**config.mk**
```make
export PLATFORM = sky130hd
export DESIGN_NAME = ser_port_mm
export DESIGN_NICKNAME = d
export VERILOG_FILES = /design/src/rtl/ser_port_pkg.sv /design/src/rtl/ser_rx_store.sv /design/src/rtl/ser_tx_unit.sv /design/src/rtl/ser_rx_unit.sv /design/src/rtl/ser_port_mm.sv
export SDC_FILE = /design/constraint.sdc
export NUM_CORES = 1
export LEC_CHECK = 0
export BUFFER_PORTS_ARGS = -buffer_cell sky130_fd_sc_hd__buf_2
export CELL_PAD_IN_SITES_DETAIL_PLACEMENT = 0
export CELL_PAD_IN_SITES_GLOBAL_PLACEMENT = 1
export CORE_MARGIN = 3
export CORE_UTILIZATION = 40
export CTS_CLUSTER_DIAMETER = 150
export DETAILED_ROUTE_END_ITERATION = 7
export HOLD_SLACK_MARGIN = 0.03
export PLACE_DENSITY = 0.65
export REMOVE_ABC_BUFFERS = 1
export SYNTH_ARGS = -nofsm -noshare
export SYNTH_HDL_FRONTEND = slang
export SYNTH_SLANG_ARGS = --single-unit
```
**constraint.sdc**
```tcl
create_clock -name clk -period 6.85 [get_ports clk]
set_clock_uncertainty 0.2 [all_clocks]
set_input_delay 0 -clock clk [delete_from_list [all_inputs] [get_ports clk]]
set_output_delay 0 -clock clk [all_outputs]
set_load 0.1 [all_outputs]
```
**src/rtl/ser_port_pkg.sv**
```systemverilog
package ser_port_pkg;
   typedef enum logic [2:0] {
      RX_IDLE  = 3'd0,
      RX_START = 3'd1,
      RX_DATA  = 3'd2,
      RX_STOP  = 3'd3,
      RX_BREAK = 3'd4
   } rx_state_e;

   localparam int unsigned FRAME_BITS = 10;
   localparam logic [1:0] SEL_DIV  = 2'd1;
   localparam logic [1:0] SEL_DATA = 2'd2;
   localparam logic [1:0] SEL_STAT = 2'd3;
endpackage

```
**src/rtl/ser_rx_store.sv**
```systemverilog
module ser_rx_store #(
   parameter int unsigned DEPTH = 16,
   parameter int unsigned W     = 8
) (
   input  logic         clk,
   input  logic         rst_n,
   input  logic         flush,
   input  logic         wr_en,
   input  logic [W-1:0] wr_data,
   input  logic         rd_en,
   output logic [W-1:0] head,
   output logic         empty,
   output logic         full
);
   localparam int unsigned PTR_W = $clog2(DEPTH);

   if (DEPTH < 2 || (1 << PTR_W) != DEPTH) begin : g_bad_depth
      $error("ser_rx_store: DEPTH must be a power of two, at least 2");
   end

   logic [W-1:0] mem [DEPTH];
   logic [PTR_W:0] wp, rp, level;

   assign level = wp - rp;
   assign empty = (wp == rp);
   assign full  = (level == DEPTH[PTR_W:0]);
   assign head  = mem[rp[PTR_W-1:0]];

   always_ff @(posedge clk or negedge rst_n) begin
      if (!rst_n) begin
         wp <= '0;
         rp <= '0;
      end else if (flush) begin
         wp <= '0;
         rp <= '0;
      end else begin
         if (wr_en && !full)  wp <= wp + 1'b1;
         if (rd_en && !empty) rp <= rp + 1'b1;
      end
   end

   always_ff @(posedge clk) begin
      if (wr_en && !full && !flush) mem[wp[PTR_W-1:0]] <= wr_data;
   end

   AST_STORE_BOUND: assert property (@(posedge clk) disable iff (!rst_n)
      level <= DEPTH[PTR_W:0]);
   AST_FULL_KEEPS_OLD: assert property (@(posedge clk) disable iff (!rst_n)
      (wr_en && full && !rd_en && !flush) |=> (full && $stable(head)));
endmodule

```
**src/rtl/ser_tx_unit.sv**
```systemverilog
module ser_tx_unit #(
   parameter int unsigned DIV_W = 8
) (
   input  logic             clk,
   input  logic             rst_n,
   input  logic             abort,
   input  logic [DIV_W-1:0] div,
   input  logic             ld,
   input  logic [7:0]       ld_data,
   output logic             hold_full,
   output logic             tx_line
);
   localparam logic [3:0] LAST_BIT = 4'(ser_port_pkg::FRAME_BITS - 1);

   logic             hold_v;
   logic [7:0]       hold_d;
   logic             busy;
   logic [9:0]       sh;
   logic [3:0]       bitn;
   logic [DIV_W-1:0] tmr;
   logic             bit_end, frame_end, take;

   assign bit_end   = busy && (tmr == div - 1'b1);
   assign frame_end = bit_end && (bitn == LAST_BIT);
   assign take      = hold_v && (!busy || frame_end);
   assign hold_full = hold_v;
   assign tx_line   = busy ? sh[0] : 1'b1;

   always_ff @(posedge clk or negedge rst_n) begin
      if (!rst_n) begin
         busy <= 1'b0;
         sh   <= '1;
         bitn <= '0;
         tmr  <= '0;
      end else if (abort) begin
         busy <= 1'b0;
         sh   <= '1;
         bitn <= '0;
         tmr  <= '0;
      end else if (take) begin
         busy <= 1'b1;
         sh   <= {1'b1, hold_d, 1'b0};
         bitn <= '0;
         tmr  <= '0;
      end else if (busy) begin
         if (bit_end) begin
            tmr <= '0;
            sh  <= {1'b1, sh[9:1]};
            if (frame_end) busy <= 1'b0;
            else           bitn <= bitn + 1'b1;
         end else begin
            tmr <= tmr + 1'b1;
         end
      end
   end

   always_ff @(posedge clk or negedge rst_n) begin
      if (!rst_n) begin
         hold_v <= 1'b0;
         hold_d <= '0;
      end else if (abort) begin
         hold_v <= 1'b0;
      end else if (ld && !hold_v) begin
         hold_v <= 1'b1;
         hold_d <= ld_data;
      end else if (take) begin
         hold_v <= 1'b0;
      end
   end

   AST_ABORT_IDLES: assert property (@(posedge clk) disable iff (!rst_n)
      abort |=> (tx_line && !hold_full));
   AST_DROP_KEEPS_HELD: assert property (@(posedge clk) disable iff (!rst_n)
      (ld && hold_v && !abort) |=> $stable(hold_d));
endmodule

```
**src/rtl/ser_rx_unit.sv**
```systemverilog
module ser_rx_unit #(
   parameter int unsigned DIV_W       = 8,
   parameter int unsigned SYNC_STAGES = 2
) (
   input  logic             clk,
   input  logic             rst_n,
   input  logic             abort,
   input  logic [DIV_W-1:0] div,
   input  logic             line_in,
   output logic             push,
   output logic [7:0]       push_data,
   output logic             push_bad
);
   import ser_port_pkg::*;

   if (SYNC_STAGES < 2) begin : g_bad_sync
      $error("ser_rx_unit: SYNC_STAGES must be at least 2");
   end

   logic [SYNC_STAGES-1:0] sync;
   always_ff @(posedge clk or negedge rst_n) begin
      if (!rst_n) sync[0] <= 1'b1;
      else        sync[0] <= line_in;
   end
   for (genvar i = 1; i < SYNC_STAGES; i++) begin : g_sync
      always_ff @(posedge clk or negedge rst_n) begin
         if (!rst_n) sync[i] <= 1'b1;
         else        sync[i] <= sync[i-1];
      end
   end

   logic             rxs;
   logic [DIV_W-1:0] half, tmr;
   logic [2:0]       bitn;
   logic [7:0]       sh;
   rx_state_e        st;

   assign rxs  = sync[SYNC_STAGES-1];
   assign half = div >> 1;

   always_ff @(posedge clk or negedge rst_n) begin
      if (!rst_n) begin
         st        <= RX_IDLE;
         tmr       <= '0;
         bitn      <= '0;
         sh        <= '0;
         push      <= 1'b0;
         push_data <= '0;
         push_bad  <= 1'b0;
      end else if (abort) begin
         st   <= RX_IDLE;
         tmr  <= '0;
         push <= 1'b0;
      end else begin
         push <= 1'b0;
         unique case (st)
            RX_IDLE: begin
               tmr <= '0;
               if (!rxs) st <= RX_START;
            end
            RX_START: begin
               if (tmr == half - 1'b1) begin
                  tmr  <= '0;
                  bitn <= '0;
                  st   <= rxs ? RX_IDLE : RX_DATA;
               end else begin
                  tmr <= tmr + 1'b1;
               end
            end
            RX_DATA: begin
               if (tmr == div - 1'b1) begin
                  tmr <= '0;
                  sh  <= {rxs, sh[7:1]};
                  if (bitn == 3'd7) st <= RX_STOP;
                  else              bitn <= bitn + 1'b1;
               end else begin
                  tmr <= tmr + 1'b1;
               end
            end
            RX_STOP: begin
               if (tmr == div - 1'b1) begin
                  tmr       <= '0;
                  push      <= 1'b1;
                  push_data <= sh;
                  push_bad  <= !rxs;
                  st        <= rxs ? RX_IDLE : RX_BREAK;
               end else begin
                  tmr <= tmr + 1'b1;
               end
            end
            RX_BREAK: begin
               if (rxs) st <= RX_IDLE;
            end
            default: st <= RX_IDLE;
         endcase
      end
   end

   AST_PUSH_SINGLE: assert property (@(posedge clk) disable iff (!rst_n)
      push |=> !push);
   AST_BREAK_WAITS_HIGH: assert property (@(posedge clk) disable iff (!rst_n)
      (push && push_bad && !abort) |=> !push);
endmodule

```
**src/rtl/ser_port_mm.sv**
```systemverilog
module ser_port_mm #(
   parameter int unsigned DIV_W       = 8,
   parameter int unsigned DEF_DIV     = 186,
   parameter int unsigned DEPTH       = 16,
   parameter int unsigned SYNC_STAGES = 2
) (
   input  logic       clk,
   input  logic       rst_n,
   input  logic [1:0] reg_sel,
   input  logic       reg_wr,
   input  logic       reg_rd,
   input  logic [7:0] reg_wdata,
   output logic [7:0] reg_rdata,
   input  logic       ser_rx,
   output logic       ser_tx
);
   import ser_port_pkg::*;

   if (DIV_W < 3 || DIV_W > 8) begin : g_bad_divw
      $error("ser_port_mm: DIV_W must lie in 3..8 to fit the data bus");
   end
   if (DEF_DIV < 4 || DEF_DIV >= (1 << DIV_W)) begin : g_bad_div
      $error("ser_port_mm: DEF_DIV must be at least 4 and fit DIV_W");
   end

   logic [DIV_W-1:0] div;
   logic baud_wr, data_wr, stat_wr, pop;
   logic tx_full, rx_push, rx_bad, st_empty, st_full;
   logic [7:0] rx_byte, st_head, status;
   logic f_frame, f_rxov, f_txov;

   assign baud_wr = reg_wr && (reg_sel == SEL_DIV);
   assign data_wr = reg_wr && (reg_sel == SEL_DATA);
   assign stat_wr = reg_wr && (reg_sel == SEL_STAT);
   assign pop     = reg_rd && (reg_sel == SEL_DATA) && !baud_wr;

   always_ff @(posedge clk or negedge rst_n) begin
      if (!rst_n)       div <= DIV_W'(DEF_DIV);
      else if (baud_wr) div <= reg_wdata[DIV_W-1:0];
   end

   ser_tx_unit #(.DIV_W(DIV_W)) u_tx (
      .clk(clk), .rst_n(rst_n), .abort(baud_wr), .div(div),
      .ld(data_wr), .ld_data(reg_wdata),
      .hold_full(tx_full), .tx_line(ser_tx)
   );

   ser_rx_unit #(.DIV_W(DIV_W), .SYNC_STAGES(SYNC_STAGES)) u_rx (
      .clk(clk), .rst_n(rst_n), .abort(baud_wr), .div(div),
      .line_in(ser_rx), .push(rx_push), .push_data(rx_byte),
      .push_bad(rx_bad)
   );

   ser_rx_store #(.DEPTH(DEPTH), .W(8)) u_store (
      .clk(clk), .rst_n(rst_n), .flush(baud_wr),
      .wr_en(rx_push), .wr_data(rx_byte), .rd_en(pop),
      .head(st_head), .empty(st_empty), .full(st_full)
   );

   always_ff @(posedge clk or negedge rst_n) begin
      if (!rst_n) begin
         f_frame <= 1'b0;
         f_rxov  <= 1'b0;
         f_txov  <= 1'b0;
      end else if (baud_wr) begin
         f_frame <= 1'b0;
         f_rxov  <= 1'b0;
         f_txov  <= 1'b0;
      end else begin
         if (stat_wr) begin
            f_frame <= 1'b0;
            f_rxov  <= 1'b0;
            f_txov  <= 1'b0;
         end
         if (rx_push && rx_bad)   f_frame <= 1'b1;
         if (rx_push && st_full)  f_rxov  <= 1'b1;
         if (data_wr && tx_full)  f_txov  <= 1'b1;
      end
   end

   assign status = {!st_empty, tx_full, f_txov, f_rxov, f_frame, 3'b000};

   always_comb begin
      unique case (reg_sel)
         SEL_DIV:  reg_rdata = 8'(div);
         SEL_DATA: reg_rdata = st_empty ? 8'h00 : st_head;
         SEL_STAT: reg_rdata = status;
         default:  reg_rdata = 8'h00;
      endcase
   end

   AST_TXOV_ON_DROP: assert property (@(posedge clk) disable iff (!rst_n)
      (data_wr && tx_full) |=> f_txov);
   AST_SOFT_RESET: assert property (@(posedge clk) disable iff (!rst_n)
      baud_wr |=> (status == 8'h00 && ser_tx));
   AST_CLEAR_KEEPS_READY: assert property (@(posedge clk) disable iff (!rst_n)
      (stat_wr && !rx_push && !pop) |=> $stable(status[7]));
   AST_RXOV_ON_FULL: assert property (@(posedge clk) disable iff (!rst_n)
      (rx_push && st_full && !baud_wr) |=> f_rxov);
endmodule

```
==> run metrics <==
outcome=complete, no violations; R2R setup slack=3240 ps; CP arrival=3820 ps; fin cells=1,082; core area=24,400 sq um; Die W=164 um; Starting Density=40.8%; antenna-violating nets left=0; Worst Setup Path Type=flip-flop to flip-flop; hold path depth=4; CTS tree=yes; Final Hold Slack=49.5 ps; initial antenna violation count=0; syn_area_per_cell=14.1 sq um; relative slew slack=47.7%; WP data required=7060 ps; Residual DRC=0; Setup Buffers After CTS=0; area share of the largest cell type after synthesis=38.7%; fill count=2,165; I/O pin total=24; post-synthesis sequential area ratio=60.5%; Distinct cells, synth=70; Final nets=771; PD cells=338 nW/um^2; Clock Path Buffers=3; vias=6,007; most common cell in the netlist=edfxtp_1; area leader, netlist=edfxtp_1; period utilization=52.7%; Syn. warnings=0; fmax=277 MHz; Max VDD drop=185 uV; r2r endpoint=u_rx.sh[1]; clk slew on worst S/H paths=60 ps; RSZ-0062 raised after global routing=false; first-pass GRT wire length=37,300 um; CTS Sinks=214; final setup TNS=0 ps; Syn Inst Count=703; #FFs+latches synth=214; Commonest cells post-synth=edfxtp_1 (128), dfrtp_1 (70), nand2_1 (50); port bufs=23; worst slack, placed=3250 ps; FFs w/ async S/R, synth=40.2%; row cnt=57; worst hold start=reg_wdata[4]; Final setup viols=0; diode count=0; CP endpoint kind=flip-flop; Hold Path Sink=div[4]; final WL=24,100 um; FF-to-FF Start=div[2]; # H-tree levels=1; top cells by area, synth=edfxtp_1 (39%), dfrtp_1 (18%), mux4_2 (8.8%), dfstp_2 (4.2%), mux2_2 (2.7%); Post-synth EDFFs=128; Num CTS Buffers=25; Max-Cap Viols=0; placed instance count=1,015; die area=26,800 sq um; first-pass iteration count of the detailed router=4; worst-margin pin slew=784 ps; post-layout min period=3610 ps; share of post-route cells with drive strength above 1=22.0%; area delta synth->final=14.3%; Layout Utilization=46.6%; wire per inst=22.2 um; reg2reg path depth=9; Slew Limit Fails=0; gr usage total=18.4%; cell area after synthesis=9940 sq um; GP Congestion=0.817; leak pwr=0.00403 uW; DR iter-0 viols=496; critical path launch point type=flip-flop; HPWL after DPL=16,000 um; crit-path max FO=13; Min-Delay Path Class=input port to flip-flop; worst setup margin=3240 ps; gr ovfl total=0; vias per cell=5.55; number of global-route vias before repair=6,180; clock network latency to the later pin of the worst-skew pair=520 ps; largest net degree at the start of global routing=54; die height=164 um; final hold violations=0; Post-synth top flop=edfxtp_1; clk root buf=clkbuf_16
## per-layer routing
layer | track usage, % | share of wire, %
met5 | 0 | 0
met4 | 5.00 | 2.8
met3 | 2.64 | 4.5
met2 | 31.2 | 50
met1 | 24.8 | 43
## flip-flops by register name, summed over array words and instances, names as in the netlist, 3 cells and up
name,count
u_rx.push_data,8
u_store.mem,128
u_store.wp,5
u_tx.sh,9
u_tx.tmr,8
u_rx.st,3
u_store.rp,5
u_tx.hold_d,8
u_tx.bitn,4
u_rx.tmr,8
u_rx.sh,8
div,8
u_rx.bitn,3
## report_power, final
part	switching [uW]	total, uW	internal [uW]
Sequential	141	1630	1490
Clock	523	1300	776
Combinational	548	915	367
Total	1210	3840	2630
## worst max-delay path, stage by stage (launching register included)
cell and delay, ps:
dfrtp_1 570, inv_1 160, ha_1 360, nor4b_2 250
and3_1 210, nor4_1 270, o2111ai_1 250, nor3_4 410
and3_1 440, mux2_2 390
## layout by cell type, fill, tap and decap left out, drive strengths merged, types with 15 or more instances in the layout
master,count
ha,17
mux2,26
and3,22
dfstp,16
mux4,39
nor3,15
clkbuf,42
nand2,51
nor2,42
dfrtp,70
nand3,19
xor2,19
o21ai,19
buf,30
inv,20
a21oi,18
edfxtp,128
dlygate4sd3,20
xnor2,18
## final cells by class
cell class	instances	area (sq um)	area share [%]
repair buffers	50	383	3.37
clock buffers	42	777	6.84
clock inverters	4	36.3	0.319
flip-flops and latches	214	6020	53.0
well taps	324	405	3.57
multi-input cells	430	3670	32.3
inverters	18	67.6	0.595
## metrics by stage
step	area [sq um]	total power, uW
2_1_floorplan	9750	2330
3_3_place_gp	10300	2540
3_5_place_dp	10300	2560
4_1_cts	11400	3870
5_1_grt	11400	4030
6_report	11400	3840
## repair_timing
item / CTS / global route
endpoints found under the hold margin: 107 / 0
gates resized for setup: 0 / 0
hold buffers: 21 / 0
## worst max-delay path by stage
stage	slack, ps	from	endpoint	cells past startpoint
after CTS	3230	div[2]	u_rx.sh[5]	9
final	3240	div[2]	u_rx.sh[1]	9
after global routing	2980	div[2]	u_rx.sh[5]	9
after floorplan	2870	u_store.rp[0]	u_store.mem[12][0]	8
after detailed placement	3250	div[2]	u_rx.sh[1]	9
after global placement	3350	div[2]	u_rx.sh[1]	9
## kinds of logic after synthesis
| group | share of synthesized area, % |
|---|---|
| XOR/XNOR | 4.18 |
| adder cells (fa/ha/maj) | 2.24 |
| multiplexers | 12.4 |
| AND/OR/NAND/NOR | 11.3 |
| buffers and inverters | 2.57 |
| AO/OA/AOI/OAI | 6.82 |
| flip-flops | 60.5 |
No activity file was read; power rests on OpenSTA's default activity.
